$ cat config.mk
export PLATFORM = sky130hd
export DESIGN_NAME = onehot_pulse_conv
export DESIGN_NICKNAME = d
export VERILOG_FILES = /design/src/rtl/onehot_pulse_conv_pkg.sv /design/src/rtl/conv_phase_ring.sv /design/src/rtl/conv_delay_line.sv /design/src/rtl/conv_pulse_gate.sv /design/src/rtl/onehot_pulse_conv.sv
export SDC_FILE = /design/constraint.sdc
export NUM_CORES = 1
export LEC_CHECK = 0
export ABC_AREA = 0
export BUFFER_PORTS_ARGS = -buffer_cell sky130_fd_sc_hd__clkbuf_2
export CORE_AREA = 2 2 39 41
export DETAILED_ROUTE_END_ITERATION = 8
export DIE_AREA = 0 0 41 43
export PLACE_DENSITY = 0.58
export SETUP_SLACK_MARGIN = 0.5
export SYNTH_ARGS = -nofsm -noshare
export SYNTH_HDL_FRONTEND = slang
export SYNTH_SLANG_ARGS = --single-unit
$ cat constraint.sdc
create_clock -name clk -period 1.98 [get_ports clk]
set_input_delay 0.099 -clock clk [delete_from_list [all_inputs] [get_ports clk]]
set_output_delay 0.099 -clock clk [all_outputs]
set_load 0.01 [all_outputs]
$ cat src/rtl/onehot_pulse_conv_pkg.sv
package onehot_pulse_conv_pkg;
  localparam int unsigned RESIDUE_MOD = 5;
  localparam int unsigned Y_DELAY     = 4;

  // Number of enable pulses expected in one frame for residue y.
  function automatic int unsigned frame_pulses(input int unsigned modv, input int unsigned y);
    return modv + y;
  endfunction
endpackage

$ cat src/rtl/conv_phase_ring.sv
module conv_phase_ring #(
  parameter int unsigned MODV = 5
) (
  input  logic              clk,
  input  logic              rst_n,
  output logic [2*MODV-1:0] ring,
  output logic              ph_load,
  output logic              ph_add
);
  localparam int unsigned RW = 2 * MODV;

  function automatic logic [RW-1:0] ring_init();
    logic [RW-1:0] v;
    v = '0;
    for (int i = 0; i < int'(MODV); i++) v[i] = 1'b1;
    return v;
  endfunction

  always_ff @(posedge clk or negedge rst_n) begin
    if (!rst_n) ring <= ring_init();
    else        ring <= {ring[RW-2:0], ring[RW-1]};
  end

  assign ph_load = ring[MODV-1];
  assign ph_add  = ring[RW-1];
endmodule

$ cat src/rtl/conv_delay_line.sv
module conv_delay_line #(
  parameter int unsigned DEPTH = 4
) (
  input  logic clk,
  input  logic rst_n,
  input  logic din,
  output logic dout
);
  logic [DEPTH-1:0] stage;

  genvar g;
  generate
    for (g = 0; g < DEPTH; g++) begin : g_stage
      if (g == 0) begin : g_first
        always_ff @(posedge clk or negedge rst_n) begin
          if (!rst_n) stage[0] <= 1'b0;
          else        stage[0] <= din;
        end
      end else begin : g_next
        always_ff @(posedge clk or negedge rst_n) begin
          if (!rst_n) stage[g] <= 1'b0;
          else        stage[g] <= stage[g-1];
        end
      end
    end
  endgenerate

  assign dout = stage[DEPTH-1];
endmodule

$ cat src/rtl/conv_pulse_gate.sv
module conv_pulse_gate (
  input  logic clk,
  input  logic rst_n,
  input  logic ph_load,
  input  logic ph_add,
  input  logic y_slot,
  output logic shift_en,
  output logic seen,
  output logic slot_hit
);
  assign slot_hit = ph_add & y_slot;

  always_ff @(posedge clk or negedge rst_n) begin
    if (!rst_n)        seen <= 1'b0;
    else if (ph_load)  seen <= 1'b0;
    else if (slot_hit) seen <= 1'b1;
  end

  assign shift_en = ph_load | (ph_add & ~seen & ~y_slot);
endmodule

$ cat src/rtl/onehot_pulse_conv.sv
module onehot_pulse_conv
  import onehot_pulse_conv_pkg::*;
#(
  parameter int unsigned MODV  = RESIDUE_MOD,
  parameter int unsigned DELAY = Y_DELAY
) (
  input  logic clk,
  input  logic rst_n,
  input  logic y_in,
  output logic shift_en,
  output logic ph_load,
  output logic ph_add
);
  localparam int unsigned RW = 2 * MODV;

  logic [RW-1:0] ring_q;
  logic          y_slot;
  logic          seen_q;
  logic          slot_hit;

  conv_phase_ring #(.MODV(MODV)) u_ring (
    .clk(clk), .rst_n(rst_n), .ring(ring_q), .ph_load(ph_load), .ph_add(ph_add)
  );

  conv_delay_line #(.DEPTH(DELAY)) u_dly (
    .clk(clk), .rst_n(rst_n), .din(y_in), .dout(y_slot)
  );

  conv_pulse_gate u_gate (
    .clk(clk), .rst_n(rst_n), .ph_load(ph_load), .ph_add(ph_add),
    .y_slot(y_slot), .shift_en(shift_en), .seen(seen_q), .slot_hit(slot_hit)
  );
endmodule

# Yosys cells after proc, flatten, opt, wreduce, memory -nomap -nowiden
# Cells that the tools add are included.
# op_classes
addsub	0
multipliers	0
div_mod_pow	0
n_lt_le_gt_ge	0
eq_ne	0
shifts	0
mux	2
bitwise_logic	6
reduce_logical	1
# op_table
operator	n
1-bit AND	3
1-bit 2-to-1 mux	2
1-bit inverter	2
2-bit nonzero test	1
1-bit OR	1
# word_totals
register_bits	15
latch_bits	0
ramBits	0
mem_bits_ro	0
output_inout_bits	3
word_cells	15
mem_count	0

# Depth between registers and ports, before layout
# Gate-level depths: netlist of run 1.
# logic_depth
word_depth	4
ltp_mapped	2
depth_no_buf	2

# By module
# Synthesis of run 1 repeated with hierarchy kept, for this count alone.
# unflattened
cells_unflattened	22
area_unflattened_um2	424.2
# modules_own_cells
mod	n_inst	cells_each	area_per_inst_um2	seq_area_each_um2
conv_phase_ring	1	12	271.5	256.5
conv_delay_line	1	4	100.1	100.1
conv_pulse_gate	1	6	52.6	25.0

# Worst setup path before layout of run 1
# Ideal clock, no wire load.
# synth_timing
path_type	reg-to-output
from	reg u_ring.ring[9]
to	out shift_en
t_arrival_ns	0.787
setup_slack_ns	1.094
path_stages_with_launch	3
path_buffers	0
cell_sequence	dfrtp_1 -> nor3b_1 -> or2_1
# synth_between
elab_chain_cells	3
# synth_lines
element	line	source
from (decl)	conv_phase_ring.sv:6	output logic [2*MODV-1:0] ring,
from (signal assigned)	conv_phase_ring.sv:20	if (!rst_n) ring <= ring_init();
from (signal assigned)	conv_phase_ring.sv:21	else ring <= {ring[RW-2:0], ring[RW-1]};
1-bit AND (2 in a row)	conv_pulse_gate.sv:19	assign shift_en = ph_load | (ph_add & ~seen & ~y_slot);
1-bit OR	conv_pulse_gate.sv:19	
to (decl)	onehot_pulse_conv.sv:10	output logic shift_en,
# Every way passes these cells.

# Worst setup path after layout of run 1
# Same ends and word-level chain as after synthesis.

==> summary.md, run 1 <==
| Metric | Value |
|---|---|
| Post-synthesis mux area share | `0%` |
| Max frequency | `just over 800 MHz` |
| Router iterations before antenna repair | `1` |
| Post-Place Worst Slack | `a little over 1 ns` |
| Most frequent cell after synthesis | `dfrtp_1` |
| Pwr/cell area | `slightly below 1000 nW/um2` |
| Post-synthesis sequential area ratio | `94.4%` |
| Core area | `about 1400 um2` |
| Rel. slew slack | `77.4%` |
| Mapped Nets | `22` |
| Remaining antenna violation count after routing | `0` |
| Util after Layout | `between 30% and 40%` |
| First-pass GRT wire length | `just over 900 um` |
| WS Path Type | `flop to output pin` |
| Synthesized instance count | `19` |
| CTS root buf | `clkbuf_4` |
| Synth-to-Final Area Change | `22.9%` |
| Post-route insts no fill | `46` |
| Critical Path RT | `between 1.5 and 2 ns` |
| Yosys warns | `0` |
| DR WL/cell | `roughly 11 um` |
| FFs w/ async S/R, synth | `between 90% and 100%` |
| Max-cap check violation count | `0` |
| Maximum vdd ir drop | `0.354 mV` |
| Max clock buf depth | `2` |
| Mapped Area | `between 400 and 500 um2` |
| Setup ws final | `around 0.74 ns` |
| Avg Cell Area, Syn | `roughly 21 um2` |
| Largest area contributor in the netlist | `dfrtp_1` |
| DRT iter0 DRCs | `0` |
| Average via count per standard cell | `3.91` |
| Clock latency on the worst-skew pair | `about 0.27 ns` |
| #FFs+latches synth | `15` |
| Pleak | `between 0.2 and 0.25 nW` |
| RSZ-0062 raised after global routing | `no` |
| R2R Setup Slk | `approximately 1.3 ns` |
| Worst EP arrival | `1.14 ns` |
| # nets final | `34` |
| Initial antenna violation count | `0` |
| Startpoint types | `flop` |
| Chip width | `approximately 41 um` |
| Grt ovf | `0` |
| Detailed Route WL | `~490 um` |
| Gpl congestion | `between 0.5 and 0.6` |
| Share of the synthesized area in the top cell type | `between 60 and 70%` |
| H-tree Lvls | `1` |
| Via count | `180` |
| Worst slew pin tran | `between 0.3 and 0.4 ns` |
| DRC | `0` |
| Crit-path max FO | `4` |
| Outcome | `complete, no violations` |
| ANT cells | `0` |
| Yosys cell types | `6` |
| Adder-Cell Fraction of Synth Area | `0%` |
| CTS tree | `built` |
| Slew Viols, Final | `0` |
| Number of synthesized flops with an enable pin | `0` |
| Post-cts resize count | `0` |
| Initial Util | `29.2%` |
| Met1 WL | `207 um` |
| DP Wirelength | `roughly 340 um` |
| Port Buffers | `5` |
| Post-route setup TNS | `0 ns` |
| Met2 wire length | `248 um` |
| Complex-gate fraction of the synthesized area | `roughly 1.2%` |
| Die area | `1760 um2` |
| Synth Area in Simple Gates | `approximately 4.3%` |
| Cts bufs inserted | `3` |
| Pwr Total | `slightly below 0.5 mW` |
| Placed Cells | `40` |
| Std-Cell Rows | `14` |
| Worst clock skew | `0.000812 ns` |
| Clk sink count | `15` |
| Crit end category | `output pin` |
| Worst min path class | `primary input to asynchronous set/reset pin` |
| Final setup violation count | `0` |
| Final critical-path share of the clock period | `between 60% and 70%` |
| Die H | `approximately 43 um` |
| Commonest cells in the netlist | `dfrtp_1 (10), dfstp_2 (5)` |
| Synth Area in XOR/XNOR | `0%` |
| DR top layer | `met3` |
| Largest net degree at the start of global routing | `16` |
| All-Layer GR Usage | `between 9 and 10%` |
| Vias in the first global route | `200` |
| Met3 routed WL | `37 um` |
| IO Count | `6` |
| # fillers | `136` |
| Top FF cell, synth | `dfrtp_1` |
| Leading post-synthesis cells by cell area | `dfrtp_1 (62%), dfstp_2 (33%), nor3b_1 (1.9%)` |
| Final Hold Fails | `0` |
| Clock transition at the registers of the reported paths | `about 0.08 ns` |
| Min Clock Period, post-route | `roughly 1.2 ns` |
| Layout cells sized above 1 | `between 40 and 50%` |
| Largest family of logic cells by synthesized area | `simple AND/OR/NAND/NOR gates` |
## repair_timing
item / in CTS / in global routing
hold buffers: 2 / 0
setup buffers: 0 / 0
endpoints found under the hold margin: 16 / 0
## layer usage
| metal | GRT usage (%) | vias to the layer above |
|---|---|---|
| li1 | - | 81 |
| met1 | 8.36 | 93 |
| met2 | 11.9 | 6 |
| met3 | 7.85 | 0 |
| met4 | 8.00 | 0 |
| met5 | 0 | - |
## final timing paths
kind | from | to | cells after the start
max | u_ring.ring[9] | shift_en | 3
min | rst_n | u_dly.stage[1] | 2
max reg2reg | u_ring.ring[4] | u_gate.seen | 1
min reg2reg | u_ring.ring[8] | u_ring.ring[9] | 0
max in group asynchronous | rst_n | u_ring.ring[0] | 2
min in group clk | u_ring.ring[8] | u_ring.ring[9] | 0
## registers in the layout, indices dropped and copies added (netlist names)
register,flops
u_dly.stage,3
u_dly.dout,1
u_gate.seen,1
u_ring.ring,10
## cells by family after synthesis
group            Yosys count
AO/OA/AOI/OAI              1
flip-flops                15
AND/OR/NAND/NOR            3
## final cells by class
cell class | instances | area, um2 | share of cell area (%)
Clock buffer | 3 | 22.5 | 4.53
Clock inverter | 1 | 5.00 | 1.01
Multi-Input combinational cell | 4 | 22.5 | 4.53
Sequential cell | 15 | 382 | 76.8
Tap cell | 16 | 20.0 | 4.03
Timing Repair Buffer | 7 | 45.0 | 9.07
## through the flow
step	area [um2]	hold WS [ns]
finish	497	0.252
global route	497	0.271
CTS	497	0.256
detailed placement	449	0.0174
global placement	449	0.00195
floorplan	404	-0.197
## report_power, final
| part | internal (mW) | switching [mW] |
|---|---|---|
| logic | 0.00392 | 0.00580 |
| registers | 0.311 | 0.00125 |
| clock network | 0.0748 | 0.0856 |
| total | 0.389 | 0.0926 |
## worst max-delay path, stage by stage, from the launching register on
cell and delay [ns]:
dfrtp_1 0.41, nor3b_1 0.14, or2_1 0.20, clkbuf_2 0.12
## placed cells by master (no fill, tap or decap)
cell type and instances:
or2_1 1, a21oi_1 1, dlygate4sd3_1 2, clkbuf_2 5, nor2_1 1, clkbuf_4 3
clkinv_2 1, dfrtp_1 10, nor3b_1 1, dfstp_2 5
No activity file was read; power rests on OpenSTA's default activity.
==> run 2: changes to the inputs <==
==> constraint.sdc (replaced) <==
create_clock -name clk -period 1.2 [get_ports clk]
set_input_delay 0.06 -clock clk [delete_from_list [all_inputs] [get_ports clk]]
set_output_delay 0.06 -clock clk [all_outputs]
set_load 0.01 [all_outputs]
==> run 2 against run 1 <==
Net effect: hold slack worse by 0.063 ns; largest cell class unchanged; register-to-register slack worse by 0.88 ns; highest routed layer is now met4; critical path depth stayed put; die area stayed put; non-clock buffer count is 2 higher; the run now ends with negative setup slack left.
==> summary.md, run 2 (synthesis results as in run 1) <==
| Metric | Value |
|---|---|
| Min Clock Period, post-route | `1.21 ns` |
| Worst slew pin tran | `0.332 ns (was 0.339 ns)` |
| Detailed Route WL | `491 um (was 493 um)` |
| Violated checks | `negative setup slack` |
| CTS root buf | `clkbuf_4 (unchanged)` |
| Switching share of power | `20.6% (was 19.2%)` |
| Remaining antenna violation count after routing | `0 (unchanged)` |
| Max-cap check violation count | `0 (unchanged)` |
| Gate power share | `2.0% (about the same)` |
| Gpl congestion | `0.549 (was 0.543)` |
| Critical Path RT | `1.14 ns (was 1.88 ns)` |
| Final critical-path share of the clock period | `101%` |
| CTS tree | `built (unchanged)` |
| DR WL/cell | `10.2 um (was 10.7 um)` |
| Clock transition at the registers of the reported paths | `0.09 ns (was 0.08 ns)` |
| Max frequency | `between 800 and 900 MHz` |
| Worst clock skew | `0.00648 ns (was 0.000812 ns)` |
| Initial Util | `29.2% (unchanged)` |
| Worst EP arrival | `1.15 ns (was 1.14 ns)` |
| Worst min path class | `primary input to asynchronous set/reset pin (unchanged)` |
| Most frequent cells in the layout | `dfrtp_1 (10), dfstp_2 (5), clkbuf_4 (3), clkbuf_2 (3), buf_6 (3) (was dfrtp_1 (10), clkbuf_2 (5), dfstp_2 (5))` |
| Max clock buf depth | `2 (unchanged)` |
| Max FFs per register | `10 (unchanged)` |
| Clock latency on the worst-skew pair | `0.28 ns (was 0.27 ns)` |
| Startpoint types | `flop (unchanged)` |
| Die area | `1760 um2 (unchanged)` |
| Port Buffers | `5 (unchanged)` |
| # fillers | `141 (was 136)` |
| Top reg by flops | `u_ring.ring (unchanged)` |
| Die H | `43 um (unchanged)` |
| First-pass GRT wire length | `759 um (was 917 um)` |
| DRC | `0 (unchanged)` |
| Pleak | `0.254 nW (was 0.242 nW)` |
| Pwr Total | `0.813 mW (was 0.482 mW)` |
| Via count | `190 (was 180)` |
| Average via count per standard cell | `3.96 (was 3.91)` |
| Crit-path max FO | `2 (was 4)` |
| Slew Viols, Final | `0 (unchanged)` |
| WS Path Type | `flop to output pin (unchanged)` |
| Area of the multi-input gates | `27.5 um2 (was 22.5 um2)` |
| Total internal power | `0.646 mW (was 0.389 mW)` |
| Cts bufs inserted | `3 (unchanged)` |
| Std-Cell Rows | `14 (unchanged)` |
| Final setup violation count | `1 (was 0)` |
| Outcome | `finished, violations left (was complete, no violations)` |
| Vias in the first global route | `192 (was 200)` |
| Maximum vdd ir drop | `0.707 mV (was 0.354 mV)` |
| Clock power frac | `34.7% (was 33.3%)` |
| Core area | `1380 um2 (unchanged)` |
| Rel. slew slack | `77.9% (was 77.4%)` |
| Router iterations before antenna repair | `2 (was 1)` |
| Most common cell after layout, fill and taps aside | `dfrtp_1 (unchanged)` |
| Chip width | `41 um (unchanged)` |
| Setup ws final | `-0.0124 ns (was 0.736 ns)` |
| Sequential Power Share | `63.4% (was 64.7%)` |
| Clk sink count | `15 (unchanged)` |
| Biggest regs | `u_ring.ring (10), u_dly.stage (3) (unchanged)` |
| All-Layer GR Usage | `7.65% (was 9.16%)` |
| Util after Layout | `38.7% (was 35.9%)` |
| Crit end category | `output pin (unchanged)` |
| DRT iter0 DRCs | `1 (was 0)` |
| Largest net degree at the start of global routing | `16 (unchanged)` |
| Layout cells sized above 1 | `53.1% (was 46.7%)` |
| H-tree Lvls | `1 (unchanged)` |
| RSZ-0062 raised after global routing | `yes (was no)` |
| Net Sw Power | `0.167 mW (was 0.0926 mW)` |
| Register area | `382 um2 (unchanged)` |
| Initial antenna violation count | `0 (unchanged)` |
| Final Hold Fails | `0 (unchanged)` |
| # nets final | `36 (was 34)` |
| Synth-to-Final Area Change | `32.5% (was 22.9%)` |
| Pwr/cell area | `1520 nW/um2 (was 970 nW/um2)` |
| Grt ovf | `0 (unchanged)` |
| ANT cells | `0 (unchanged)` |
| IO Count | `6 (unchanged)` |
==> run 2: worst paths after layout <==
path / end / depth (start not counted) / slack [ns] / start
min in group clk: u_ring.ring[9] / 0 / 0.35 / u_ring.ring[8]
max reg2reg: u_gate.seen / 3 / 0.38 / u_ring.ring[9]
max: shift_en / 3 / -0.01 / u_ring.ring[9]
min reg2reg: u_ring.ring[9] / 0 / 0.35 / u_ring.ring[8]
max in group asynchronous: u_ring.ring[2] / 2 / 0.71 / rst_n
min: u_ring.ring[5] / 2 / 0.19 / rst_n
==> run 2: cell type report <==
class / count / share of cell area [%]
Sequential cell: 15 / 71.3
Timing Repair Buffer: 9 / 14.3
Multi-Input combinational cell: 4 / 5.14
Clock buffer: 3 / 4.21
Tap cell: 16 / 3.74
Clock inverter: 1 / 1.40
==> run 2: stage by stage <==
step / area, um2 / hold WS [ns] / instances / TNS [ns] / setup WS, ns
after floorplan: 404 / -0.236 / 19 / 0 / 0.354
after global placement: 449 / -0.0367 / 40 / 0 / 0.302
after detailed placement: 449 / -0.0247 / 40 / 0 / 0.268
after CTS: 514 / 0.185 / 48 / -0.0134 / -0.0134
after global routing: 536 / 0.216 / 48 / -0.0852 / -0.0852
final: 536 / 0.188 / 48 / -0.0124 / -0.0124
==> run 2: worst max-delay path, cell delays in order, from the launching register on <==
cell and delay (ns):
dfrtp_1 0.39, nor3b_2 0.15, or2_1 0.21, clkbuf_2 0.13
==> run 2: what timing repair did <==
| action | CTS | global route |
|---|---|---|
| setup endpoints to repair | 4 | 4 |
| endpoints found under the hold margin | 16 | 0 |
| hold buffers | 2 | 0 |
| gates resized for setup | 0 | 6 |
| buffers inserted | 2 | 0 |
==> run 2: metal layers <==
layer	vias up	track usage, %	share of wire (%)
li1	84	-	-
met1	96	8.51	43
met2	8	8.13	44
met3	2	6.28	8.1
met4	0	8.00	3.9
met5	-	0	0
==> run 2: power groups by stage <==
| stage | clock network [mW] | registers (mW) | logic [mW] |
|---|---|---|---|
| CTS | 0.303 | 0.515 | 0.0169 |
| finish | 0.282 | 0.515 | 0.0159 |
| detailed placement | 0 | 0.524 | 0.0119 |
| global route | 0.328 | 0.516 | 0.0196 |
| global placement | 0 | 0.524 | 0.0110 |
| floorplan | 0 | 0.524 | 0.0000424 |
==> run 3: changes to the inputs <==
--- a/config.mk
+++ b/config.mk
@@ -10,7 +10,8 @@
 export CORE_AREA = 2 2 39 41
 export DETAILED_ROUTE_END_ITERATION = 8
 export DIE_AREA = 0 0 41 43
-export PLACE_DENSITY = 0.58
+export HOLD_SLACK_MARGIN = 0.1
+export PLACE_DENSITY = 0.6
 export SETUP_SLACK_MARGIN = 0.5
 export SYNTH_ARGS = -nofsm -noshare
 export SYNTH_HDL_FRONTEND = slang
==> constraint.sdc (replaced) <==
create_clock -name clk -period 0.98 [get_ports clk]
set_input_delay 0.049 -clock clk [delete_from_list [all_inputs] [get_ports clk]]
set_output_delay 0.049 -clock clk [all_outputs]
set_load 0.01 [all_outputs]
==> run 3 against run 2 <==
Net effect: critical endpoint unchanged; die area stayed put; via count is 8.9% lower; combinational power is 12% lower; largest power group unchanged; the run ends with negative hold slack, negative setup slack left; first-iteration DRC count is 100% lower; critical path type unchanged; largest cell class unchanged; cell count is 2.1% lower; worst setup slack worse by 0.15 ns; clock-buffer cell count is 1 higher.
==> summary.md, run 3 (synthesis results as in run 1) <==
| Metric | Value |
|---|---|
| Outcome | `finished, violations left (unchanged)` |
| Violated checks | `negative hold slack, negative setup slack (was negative setup slack)` |
| R2R Setup Slk | `0.16 ns (was 0.38 ns)` |
| Rel. slew slack | `76.5% (was 77.9%)` |
| Final critical-path share of the clock period | `117%` |
| Remaining antenna violation count after routing | `0 (unchanged)` |
| Cts bufs inserted | `3 (unchanged)` |
| Chip width | `41 um (unchanged)` |
| Max frequency | `873 MHz` |
| Register area | `382 um2 (unchanged)` |
| Synth-to-Final Area Change | `27.2% (was 32.5%)` |
| Port Buffers | `5 (unchanged)` |
| Slew Viols, Final | `0 (unchanged)` |
| Worst slew pin tran | `0.353 ns (was 0.332 ns)` |
| Maximum vdd ir drop | `0.620 mV (was 0.707 mV)` |
| Crit end category | `output pin (unchanged)` |
| First-pass GRT wire length | `814 um (was 759 um)` |
| Std-Cell Rows | `14 (unchanged)` |
| RSZ-0062 raised after global routing | `yes (unchanged)` |
| Die H | `43 um (unchanged)` |
| Max-cap check violation count | `0 (unchanged)` |
| Startpoint types | `flop (unchanged)` |
| Router iterations before antenna repair | `1 (was 2)` |
| DP Wirelength | `roughly 300 um` |
| Post-Place Worst Slack | `0.0719 ns (was 0.268 ns)` |
| Area of the multi-input gates | `22.5 um2 (was 27.5 um2)` |
| Reg2reg end | `u_gate.seen (unchanged)` |
| DRC | `0 (unchanged)` |
| Core area | `1380 um2 (unchanged)` |
| Worst clock skew | `0.000676 ns (was 0.00648 ns)` |
| Crit-path max FO | `2 (unchanged)` |
| Clock transition at the registers of the reported paths | `0.08 ns (was 0.09 ns)` |
| # fillers | `126 (was 141)` |
| R2R depth | `2 (was 3)` |
| Grt ovf | `0 (unchanged)` |
| Initial antenna violation count | `0 (unchanged)` |
| Most frequent cells in the layout | `dfrtp_1 (10), dfstp_2 (5), clkbuf_4 (3), clkbuf_2 (3), buf_6 (3) (unchanged)` |
| ANT cells | `0 (unchanged)` |
| Vias in the first global route | `180 (was 192)` |
| Final instance area | `514 um2 (was 536 um2)` |
| Worst min path class | `primary input to asynchronous set/reset pin (unchanged)` |
| WS Path Type | `flop to output pin (unchanged)` |
| Setup ws final | `-0.166 ns (was -0.0124 ns)` |
| Util after Layout | `37.2% (was 38.7%)` |
| Detailed Route WL | `509 um (was 491 um)` |
| Origin of the critical flop-to-flop path | `u_ring.ring[4] (was u_ring.ring[9])` |
| Final Hold Fails | `16 (was 0)` |
| All-Layer GR Usage | `8.03% (was 7.65%)` |
| Pwr/cell area | `1890 nW/um2 (was 1520 nW/um2)` |
| Via count | `173 (was 190)` |
| Largest net degree at the start of global routing | `16 (unchanged)` |
| Average via count per standard cell | `3.68 (was 3.96)` |
| H-tree Lvls | `1 (unchanged)` |
| Pleak | `0.249 nW (was 0.254 nW)` |
| Max FFs per register | `10 (unchanged)` |
| Min Clock Period, post-route | `around 1.1 ns` |
| Layout cells sized above 1 | `51.6% (was 53.1%)` |
| Die area | `1760 um2 (unchanged)` |
| CTS root buf | `clkbuf_4 (unchanged)` |
| # nets final | `35 (was 36)` |
| Clk sink count | `15 (unchanged)` |
| Critical Path RT | `0.93 ns (was 1.14 ns)` |
| Most common cell after layout, fill and taps aside | `dfrtp_1 (unchanged)` |
| DRT iter0 DRCs | `0 (was 1)` |
| Clock latency on the worst-skew pair | `0.27 ns (was 0.28 ns)` |
| Max clock buf depth | `2 (unchanged)` |
| Gpl congestion | `0.539 (was 0.549)` |
| CTS tree | `built (unchanged)` |
| IO Count | `6 (unchanged)` |
| Initial Util | `29.2% (unchanged)` |
| Worst hold slack | `-0.330 ns (was 0.188 ns)` |
| Top reg by flops | `u_ring.ring (unchanged)` |
| Placed cell area | `449 um2 (unchanged)` |
| Biggest regs | `u_ring.ring (10), u_dly.stage (3) (unchanged)` |
| Worst EP arrival | `1.10 ns (was 1.15 ns)` |
| Final setup violation count | `2 (was 1)` |
| DR WL/cell | `10.8 um (was 10.2 um)` |
[run 3: how the worst max path moves through the flow]
stage | to | from
floorplan | shift_en | u_ring.ring[9]
global placement | shift_en | u_ring.ring[9]
detailed placement | shift_en | u_ring.ring[9]
CTS | shift_en | u_ring.ring[9]
global route | shift_en | u_gate.seen
finish | shift_en | u_ring.ring[9]
[run 3: area by class of cell]
type,instances,area share [%]
multi-input combinational,4,4.38
timing repair buffer,8,12.4
clock buffer,4,5.11
sequential,15,74.2
tap,16,3.89
[run 3: critical path: stages, from the launching register on]
cell and delay (ns):
dfrtp_1 0.38, nor3b_1 0.13, or2_1 0.20, clkbuf_2 0.12
[run 3: timing repair]
action / 4_1_cts / 5_1_grt
endpoints found under the setup margin: 13 / 16
gates resized for setup: 1 / 4
endpoints found under the hold margin: 16 / 16
setup buffers: 3 / 0
[run 3: metrics by stage]
step	instances	TNS [ns]	power (mW)
3_5_place_dp	40	0	0.657
6_report	47	-0.180	0.970
3_3_place_gp	40	0	0.655
5_1_grt	47	-0.355	1.03
2_1_floorplan	19	0	0.641
4_1_cts	47	-0.227	0.993
[run 3: report_power, final]
part / switching [mW] / internal [mW]
Clock: 0.168 / 0.158
Combinational: 0.0112 / 0.00282
Sequential: 0.00273 / 0.628
[run 3: metal layers]
metal | wire (um) | global-route usage [%]
met5 | 0 | 0
met4 | 0 | 8.00
met3 | 25 | 4.71
met2 | 215 | 7.81
met1 | 268 | 11.2
